===== src/rtl/uart_rx_pkg.sv =====
package uart_rx_pkg;

    typedef enum logic [2:0] {
        ST_IDLE,
        ST_START,
        ST_DATA,
        ST_PAR,
        ST_STOP,
        ST_STOP2,
        ST_RESYNC,
        ST_BRKW
    } rx_state_e;

    typedef struct packed {
        logic [7:0] data;
        logic       perr;
        logic       ferr;
        logic       brk;
    } rx_char_t;

    // parity check: even wants xor of all ones == 0, odd wants == 1
    function automatic logic parity_bad(logic acc, logic pbit, logic odd);
        return acc ^ pbit ^ odd;
    endfunction

endpackage


===== src/rtl/rx_line_sync.sv =====
module rx_line_sync #(
    parameter int STAGES = 2
) (
    input  logic clk,
    input  logic rst,
    input  logic d_i,
    output logic q_o
);
    logic [STAGES-1:0] pipe;

    always_ff @(posedge clk) begin
        if (rst) pipe <= '1;
        else     pipe <= {pipe[STAGES-2:0], d_i};
    end

    assign q_o = pipe[STAGES-1];
endmodule


===== src/rtl/rx_sample_timer.sv =====
module rx_sample_timer #(
    parameter int OSR = 16,
    localparam int CW = $clog2(OSR)
) (
    input  logic          clk,
    input  logic          rst,
    input  logic          tick,
    input  logic          load,
    input  logic [CW-1:0] load_val,
    output logic [CW-1:0] cnt,
    output logic          at_mid,
    output logic          at_end
);
    localparam logic [CW-1:0] MID  = CW'(OSR/2 - 1);
    localparam logic [CW-1:0] LAST = CW'(OSR - 1);

    always_ff @(posedge clk) begin
        if (rst)       cnt <= '0;
        else if (load) cnt <= load_val;
        else if (tick) cnt <= (cnt == LAST) ? '0 : cnt + 1'b1;
    end

    assign at_mid = tick && (cnt == MID);
    assign at_end = tick && (cnt == LAST);
endmodule


===== src/rtl/uart_rx_brk.sv =====
module uart_rx_brk
    import uart_rx_pkg::*;
#(
    parameter int OSR          = 16,
    parameter int MARK_SAMPLES = 2,
    parameter int SYNC_STAGES  = 2
) (
    input  logic       clk,
    input  logic       rst,
    input  logic       sample_en,
    input  logic       rx_i,
    input  logic [1:0] cfg_wlen,
    input  logic       cfg_par_en,
    input  logic       cfg_par_odd,
    input  logic       cfg_two_stop,
    output logic       rx_wr_o,
    output logic [7:0] rx_data_o,
    output logic       rx_perr_o,
    output logic       rx_ferr_o,
    output logic       rx_brk_o
);
    localparam int CW = $clog2(OSR);
    localparam logic [CW-1:0] MARK_LAST = CW'(MARK_SAMPLES - 1);

    logic          rxs;
    logic          tmr_load;
    logic [CW-1:0] tmr_val;
    logic [CW-1:0] tcnt;
    logic          at_mid, at_end;

    rx_line_sync #(.STAGES(SYNC_STAGES)) u_sync (
        .clk(clk), .rst(rst), .d_i(rx_i), .q_o(rxs)
    );

    rx_sample_timer #(.OSR(OSR)) u_tmr (
        .clk(clk), .rst(rst), .tick(sample_en),
        .load(tmr_load), .load_val(tmr_val),
        .cnt(tcnt), .at_mid(at_mid), .at_end(at_end)
    );

    rx_state_e  st_q, st_d;
    logic [2:0] bit_q, bit_d;
    logic [7:0] sh_q, sh_d;
    logic       par_q, par_d;
    logic       zero_q, zero_d;
    logic       perr_q, perr_d;
    logic       wr_q, wr_d;
    rx_char_t   out_q, out_d;
    logic [2:0] last_bit;

    assign last_bit = 3'(cfg_wlen) + 3'd4;

    always_comb begin
        st_d     = st_q;
        bit_d    = bit_q;
        sh_d     = sh_q;
        par_d    = par_q;
        zero_d   = zero_q;
        perr_d   = perr_q;
        wr_d     = 1'b0;
        out_d    = out_q;
        tmr_load = 1'b0;
        tmr_val  = '0;
        unique case (st_q)
            ST_IDLE: if (sample_en && !rxs) begin
                st_d     = ST_START;
                tmr_load = 1'b1;
                tmr_val  = CW'(1);
            end
            ST_START: if (at_mid) begin
                if (rxs) begin
                    st_d = ST_IDLE;
                end else begin
                    st_d     = ST_DATA;
                    tmr_load = 1'b1;
                    bit_d    = '0;
                    sh_d     = '0;
                    par_d    = 1'b0;
                    zero_d   = 1'b1;
                    perr_d   = 1'b0;
                end
            end
            ST_DATA: if (at_end) begin
                sh_d[bit_q] = rxs;
                par_d       = par_q ^ rxs;
                if (rxs) zero_d = 1'b0;
                tmr_load    = 1'b1;
                if (bit_q == last_bit) st_d = cfg_par_en ? ST_PAR : ST_STOP;
                else                   bit_d = bit_q + 3'd1;
            end
            ST_PAR: if (at_end) begin
                perr_d   = parity_bad(par_q, rxs, cfg_par_odd);
                if (rxs) zero_d = 1'b0;
                tmr_load = 1'b1;
                st_d     = ST_STOP;
            end
            ST_STOP: if (at_end) begin
                tmr_load = 1'b1;
                wr_d     = 1'b1;
                if (rxs) begin
                    out_d = '{data: sh_q, perr: perr_q, ferr: 1'b0, brk: 1'b0};
                    st_d  = cfg_two_stop ? ST_STOP2 : ST_IDLE;
                end else if (zero_q) begin
                    out_d = '{data: 8'h00, perr: 1'b0, ferr: 1'b1, brk: 1'b1};
                    st_d  = ST_BRKW;
                end else begin
                    out_d = '{data: sh_q, perr: perr_q, ferr: 1'b1, brk: 1'b0};
                    st_d  = ST_RESYNC;
                end
            end
            ST_STOP2: if (at_end) st_d = ST_IDLE;
            ST_RESYNC: if (sample_en) begin
                if (rxs) begin
                    st_d = ST_IDLE;
                end else begin
                    st_d     = ST_DATA;
                    tmr_load = 1'b1;
                    tmr_val  = CW'(1);
                    bit_d    = '0;
                    sh_d     = '0;
                    par_d    = 1'b0;
                    zero_d   = 1'b1;
                    perr_d   = 1'b0;
                end
            end
            ST_BRKW: if (sample_en) begin
                if (!rxs)                   tmr_load = 1'b1;
                else if (tcnt == MARK_LAST) st_d = ST_IDLE;
            end
            default: st_d = ST_IDLE;
        endcase
    end

    always_ff @(posedge clk) begin
        if (rst) begin
            st_q   <= ST_IDLE;
            bit_q  <= '0;
            sh_q   <= '0;
            par_q  <= 1'b0;
            zero_q <= 1'b0;
            perr_q <= 1'b0;
            wr_q   <= 1'b0;
            out_q  <= '0;
        end else begin
            st_q   <= st_d;
            bit_q  <= bit_d;
            sh_q   <= sh_d;
            par_q  <= par_d;
            zero_q <= zero_d;
            perr_q <= perr_d;
            wr_q   <= wr_d;
            out_q  <= out_d;
        end
    end

    assign rx_wr_o   = wr_q;
    assign rx_data_o = out_q.data;
    assign rx_perr_o = out_q.perr;
    assign rx_ferr_o = out_q.ferr;
    assign rx_brk_o  = out_q.brk;

    AST_WR_ONE_CYCLE: assert property (@(posedge clk) disable iff (rst)
        rx_wr_o |=> !rx_wr_o);

    AST_WR_AT_STOP: assert property (@(posedge clk) disable iff (rst)
        $rose(rx_wr_o) |-> $past(st_q == ST_STOP && at_end));

    AST_FALSE_START: assert property (@(posedge clk) disable iff (rst)
        (st_q == ST_START && at_mid && rxs) |=> st_q == ST_IDLE);

    AST_BRK_ZERO: assert property (@(posedge clk) disable iff (rst)
        (rx_wr_o && rx_brk_o) |-> (rx_data_o == 8'h00 && rx_ferr_o && !rx_perr_o));

    AST_BRK_HOLD: assert property (@(posedge clk) disable iff (rst)
        (st_q == ST_BRKW && sample_en && !rxs) |=> st_q == ST_BRKW);

    AST_BRK_SILENT: assert property (@(posedge clk) disable iff (rst)
        (st_q == ST_BRKW) |-> !wr_d);

    AST_RESYNC_FROM_FERR: assert property (@(posedge clk) disable iff (rst)
        $rose(st_q == ST_RESYNC) |-> (rx_wr_o && rx_ferr_o && !rx_brk_o));

    AST_PERR_NO_PARITY: assert property (@(posedge clk) disable iff (rst)
        (rx_wr_o && !rx_brk_o && !$past(cfg_par_en)) |-> !rx_perr_o);
endmodule


===== config.mk =====
export PLATFORM = sky130hd
export DESIGN_NAME = uart_rx_brk
export DESIGN_NICKNAME = d
export VERILOG_FILES = /design/src/rtl/uart_rx_pkg.sv /design/src/rtl/rx_line_sync.sv /design/src/rtl/rx_sample_timer.sv /design/src/rtl/uart_rx_brk.sv
export SDC_FILE = /design/constraint.sdc
export NUM_CORES = 1
export LEC_CHECK = 0
export ABC_AREA = 1
export ABC_CLOCK_PERIOD_IN_PS = 4400
export BUFFER_PORTS_ARGS = -buffer_cell sky130_fd_sc_hd__buf_4
export CAP_MARGIN = 15
export CELL_PAD_IN_SITES_DETAIL_PLACEMENT = 0
export CELL_PAD_IN_SITES_GLOBAL_PLACEMENT = 1
export CORE_UTILIZATION = 26
export DETAILED_ROUTE_END_ITERATION = 10
export GPL_TIMING_DRIVEN = 0
export MAX_ROUTING_LAYER = met4
export PLACE_DENSITY_LB_ADDON = 0.1
export SKIP_LAST_GASP = 1
export SYNTH_ARGS = -nofsm -noshare
export SYNTH_HDL_FRONTEND = slang
export SYNTH_SLANG_ARGS = --single-unit

===== constraint.sdc =====
create_clock -name clk -period 4.4 [get_ports clk]
set_input_delay 1.32 -clock clk [delete_from_list [all_inputs] [get_ports clk]]
set_output_delay 1.32 -clock clk [all_outputs]
set_load 0.02 [all_outputs]

==> load_flow_metrics.sql <==
INSERT INTO impl_metrics (metric_group, metric, value, unit) VALUES
('placed_design', 'detailedPlacementHpwl', '4.081', 'mm'),
('hold_path', 'min-delay-path-class', 'reg2reg', ''),
('die', 'floorplan.die_area', '8380', 'um2'),
('route', 'detailedRoute.firstPassIterationCount', '4', ''),
('sta', 'timing.setup.tns', '0', 'ns'),
('pwr', 'switchingPower', '0.4882', 'mW'),
('clock_network', 'post_cts_hold_buffer_count', '0', ''),
('sta', 'skew', '0.01065', 'ns'),
('die', 'chipHeight', '91.54', 'um'),
('layout', 'antenna_cells', '0', ''),
('sta', 'timing.slew.headroom', '0.5986', ''),
('logic_synthesis', 'synth_area_leaders', 'dfxtp_1 (34%), nand2_1 (16%), nor2_1 (8.3%), a21oi_1 (5.3%), nand3_1 (5.3%)', ''),
('die', 'core_region_area', '7727', 'um2'),
('route', 'post-route-drc-count', '0', ''),
('placed_design', 'gp_routability_congestion', '0.7999', ''),
('sta', 'rsz0062_at_grt', 'no', ''),
('pwr', 'p_leak', '1.052', 'nW'),
('sta', 'slew_viol_final', '0', ''),
('logic_synthesis', 'yosys.area.top_type_share', '0.3361', ''),
('route', 'vias', '1949', ''),
('route', 'avgRoutedWirePerCell', '12.75', 'um'),
('route', 'vias_per_cell', '4.440', ''),
('clock_network', 'cts.path.max_buffers', '2', ''),
('logic_synthesis', 'synthesis.area', '2084', 'um2'),
('logic_synthesis', 'synth-main-ff-cell', 'dfxtp_1', ''),
('logic_synthesis', 'synth_enable_flop_cells', '0', ''),
('global_routing', 'global_route.usage.total', '0.1443', ''),
('worst_setup_path', 'critical_path_required', '4.60', 'ns'),
('logic_synthesis', 'yosys.cell_types.count', '31', ''),
('pwr', 'power.sequential.fraction', '0.338', ''),
('pwr', 'ir_drop', '0.0001951', 'V'),
('clock_network', 'cts.sink_count', '35', ''),
('sta', 'number_of_setup_violations_in_the_final_report', '0', ''),
('placed_design', 'place.port_buffers', '19', ''),
('clock_network', 'cts_root_buffer', 'clkbuf_8', ''),
('layout', 'relative_area_change_from_synthesis_to_final_layout', '17.23', '%'),
('sta', 'final_hold_viol_count', '0', ''),
('logic_synthesis', 'synthArstFlopShare', '0', ''),
('logic_synthesis', 'synth_seq_cells', '35', ''),
('clock_network', 'numCtsBuffers', '5', ''),
('global_routing', 'number_of_global_route_vias_before_repair', '1770', ''),
('die', 'io_pins', '21', ''),
('worst_setup_path', 'setup.worst_path.start_class', 'input pin', ''),
('worst_setup_path', 'path_max_fanout', '10', ''),
('sta', 'hold_ws', '0.4413', 'ns'),
('logic_synthesis', 'post-synth-top-count-cell', 'nand2_1', ''),
('worst_setup_path', 'element_type_at_the_critical_path_end', 'flop', ''),
('clock_network', 'clk_transition_reported_paths', '0.08', 'ns'),
('sta', 'final_period_minus_worst_setup_slack', '2.421', 'ns'),
('die', 'start_util', '0.2698', ''),
('logic_synthesis', 'synth_common_cells', 'nand2_1 (90), nor2_1 (46), dfxtp_1 (35)', ''),
('global_routing', 'pin_count_of_the_biggest_net_entering_global_routing', '13', ''),
('run', 'number_of_max_cap_violations', '0', ''),
('worst_setup_path', 'critical_path_arrival', '2.62', 'ns'),
('global_routing', 'global_route.overflow_total', '0', ''),
('clock_network', 'cts-resized-gates', '0', ''),
('logic_synthesis', 'synthCells', '310', ''),
('sta', 'worst-slew-pin-transition', '0.6021', 'ns'),
('logic_synthesis', 'postSynthNetCount', '323', ''),
('sta', 'fmaxAchievable', '413.0', 'MHz'),
('pwr', 'p_int', '0.6100', 'mW'),
('outcome', 'outcome', 'complete, no violations', ''),
('route', 'route.antenna.remaining_nets', '0', ''),
('global_routing', 'antenna_found_initial', '0', ''),
('pwr', 'pwr_density_cell', '449.4', 'nW/um2'),
('route', 'detail_route.iter0.violations', '82', ''),
('die', 'dieWidth', '91.54', 'um'),
('logic_synthesis', 'post-synth-top-area-cell', 'dfxtp_1', ''),
('pwr', 'clockPowerShare', '0.222', ''),
('logic_synthesis', 'synth.yosys.seq_area_share', '0.3361', ''),
('layout', 'fin_nets', '349', '');
[power groups by stage]
stage | sequential (mW) | combinational [mW] | clock (mW)
after CTS | 0.371 | 0.487 | 0.259
after global placement | 0.378 | 0.487 | 0
after detailed placement | 0.378 | 0.484 | 0
final | 0.371 | 0.483 | 0.244
after global routing | 0.374 | 0.539 | 0.272
after floorplan | 0.370 | 0.386 | 0
[stage by stage]
stage	power (mW)	instances	worst slack, ns	cell area, um2
4_1_cts	1.117	439	1.965	2444
6_report	1.098	439	1.979	2444
3_3_place_gp	0.8651	431	1.655	2355
2_1_floorplan	0.7557	310	2.108	2085
3_5_place_dp	0.8623	431	1.650	2355
5_1_grt	1.185	439	1.864	2444
[cell families after synthesis]
family,count (synthesis),share of synthesized area
fa+ha+maj,4,0.02401
flops,35,0.3361
simple gates,193,0.4484
buf+inv,38,0.08703
compound gates,37,0.09184
xor+xnor,3,0.01261
[worst paths after layout]
path / from / to / slack [ns] / depth (start not counted)
min reg2reg: u_sync.pipe[0]$_SDFF_PP1_ / u_sync.pipe[1]$_SDFF_PP1_ / 0.44 / 1
min: u_sync.pipe[0]$_SDFF_PP1_ / u_sync.pipe[1]$_SDFF_PP1_ / 0.44 / 1
max reg2reg: u_tmr.cnt[0]$_SDFFE_PP0P_ / sh_q[7]$_SDFFE_PP0P_ / 2.61 / 9
max: sample_en / st_q[1]$_SDFFE_PP0P_ / 1.98 / 10
[area by class of cell]
cell class                      count  area (um2)
Buffer                              9       72.57
Clock buffer                        5       68.82
Clock inverter                      3       20.02
Fill cell                         874        5284
Inverter                           29       108.9
Multi-Input combinational cell    237        1202
Sequential cell                    35       700.7
Tap cell                          102       127.6
Timing Repair Buffer               19       142.6
[placed cells by master (no fill, tap or decap), types with 2 or more instances in the layout]
| cell | Yosys | routed |
|---|---|---|
| nand3_2 | 3 | 3 |
| inv_2 | 7 | 7 |
| nand4_1 | 11 | 11 |
| a21oi_1 | 22 | 22 |
| nand3_1 | 22 | 22 |
| nor2_1 | 46 | 46 |
| nor2_4 | 2 | 2 |
| nand2_1 | 90 | 90 |
| ha_1 | 4 | 4 |
| clkinvlp_4 | 0 | 2 |
| nand2_2 | 2 | 2 |
| o22ai_1 | 2 | 2 |
| nand2_4 | 5 | 5 |
| xor2_1 | 3 | 3 |
| inv_1 | 22 | 22 |
| buf_6 | 3 | 3 |
| o21ai_0 | 11 | 11 |
| buf_4 | 0 | 19 |
| dfxtp_1 | 35 | 35 |
| nand4_2 | 2 | 2 |
| nor3_1 | 3 | 3 |
| or2_2 | 3 | 3 |
| clkbuf_8 | 0 | 5 |
| clkbuf_1 | 2 | 2 |
[flip-flops by register name (all words and copies together) (netlist names), 2 cells and up]
register,cells
bit_q,3
rx_data_o,8
sh_q,8
st_q,3
u_sync.pipe,2
u_tmr.cnt,4
[worst max-delay path: stages]
cell	delay [ns]
buf_4	0.12
buf_6	0.13
inv_2	0.10
nand4_2	0.34
nand2_4	0.21
inv_2	0.07
o21ai_1	0.09
nor2_1	0.09
nor2_1	0.09
nor2_1	0.05
[routing by layer]
| layer | up-vias | wire, um | GRT usage |
|---|---|---|---|
| met4 | 0 | 63 | 0.04762 |
| li1 | 1053 | - | - |
| met5 | - | 0 | - |
| met3 | 5 | 158 | 0.02848 |
| met1 | 861 | 3104 | 0.2060 |
| met2 | 30 | 2271 | 0.2005 |
(Power assumes the default switching activity.)
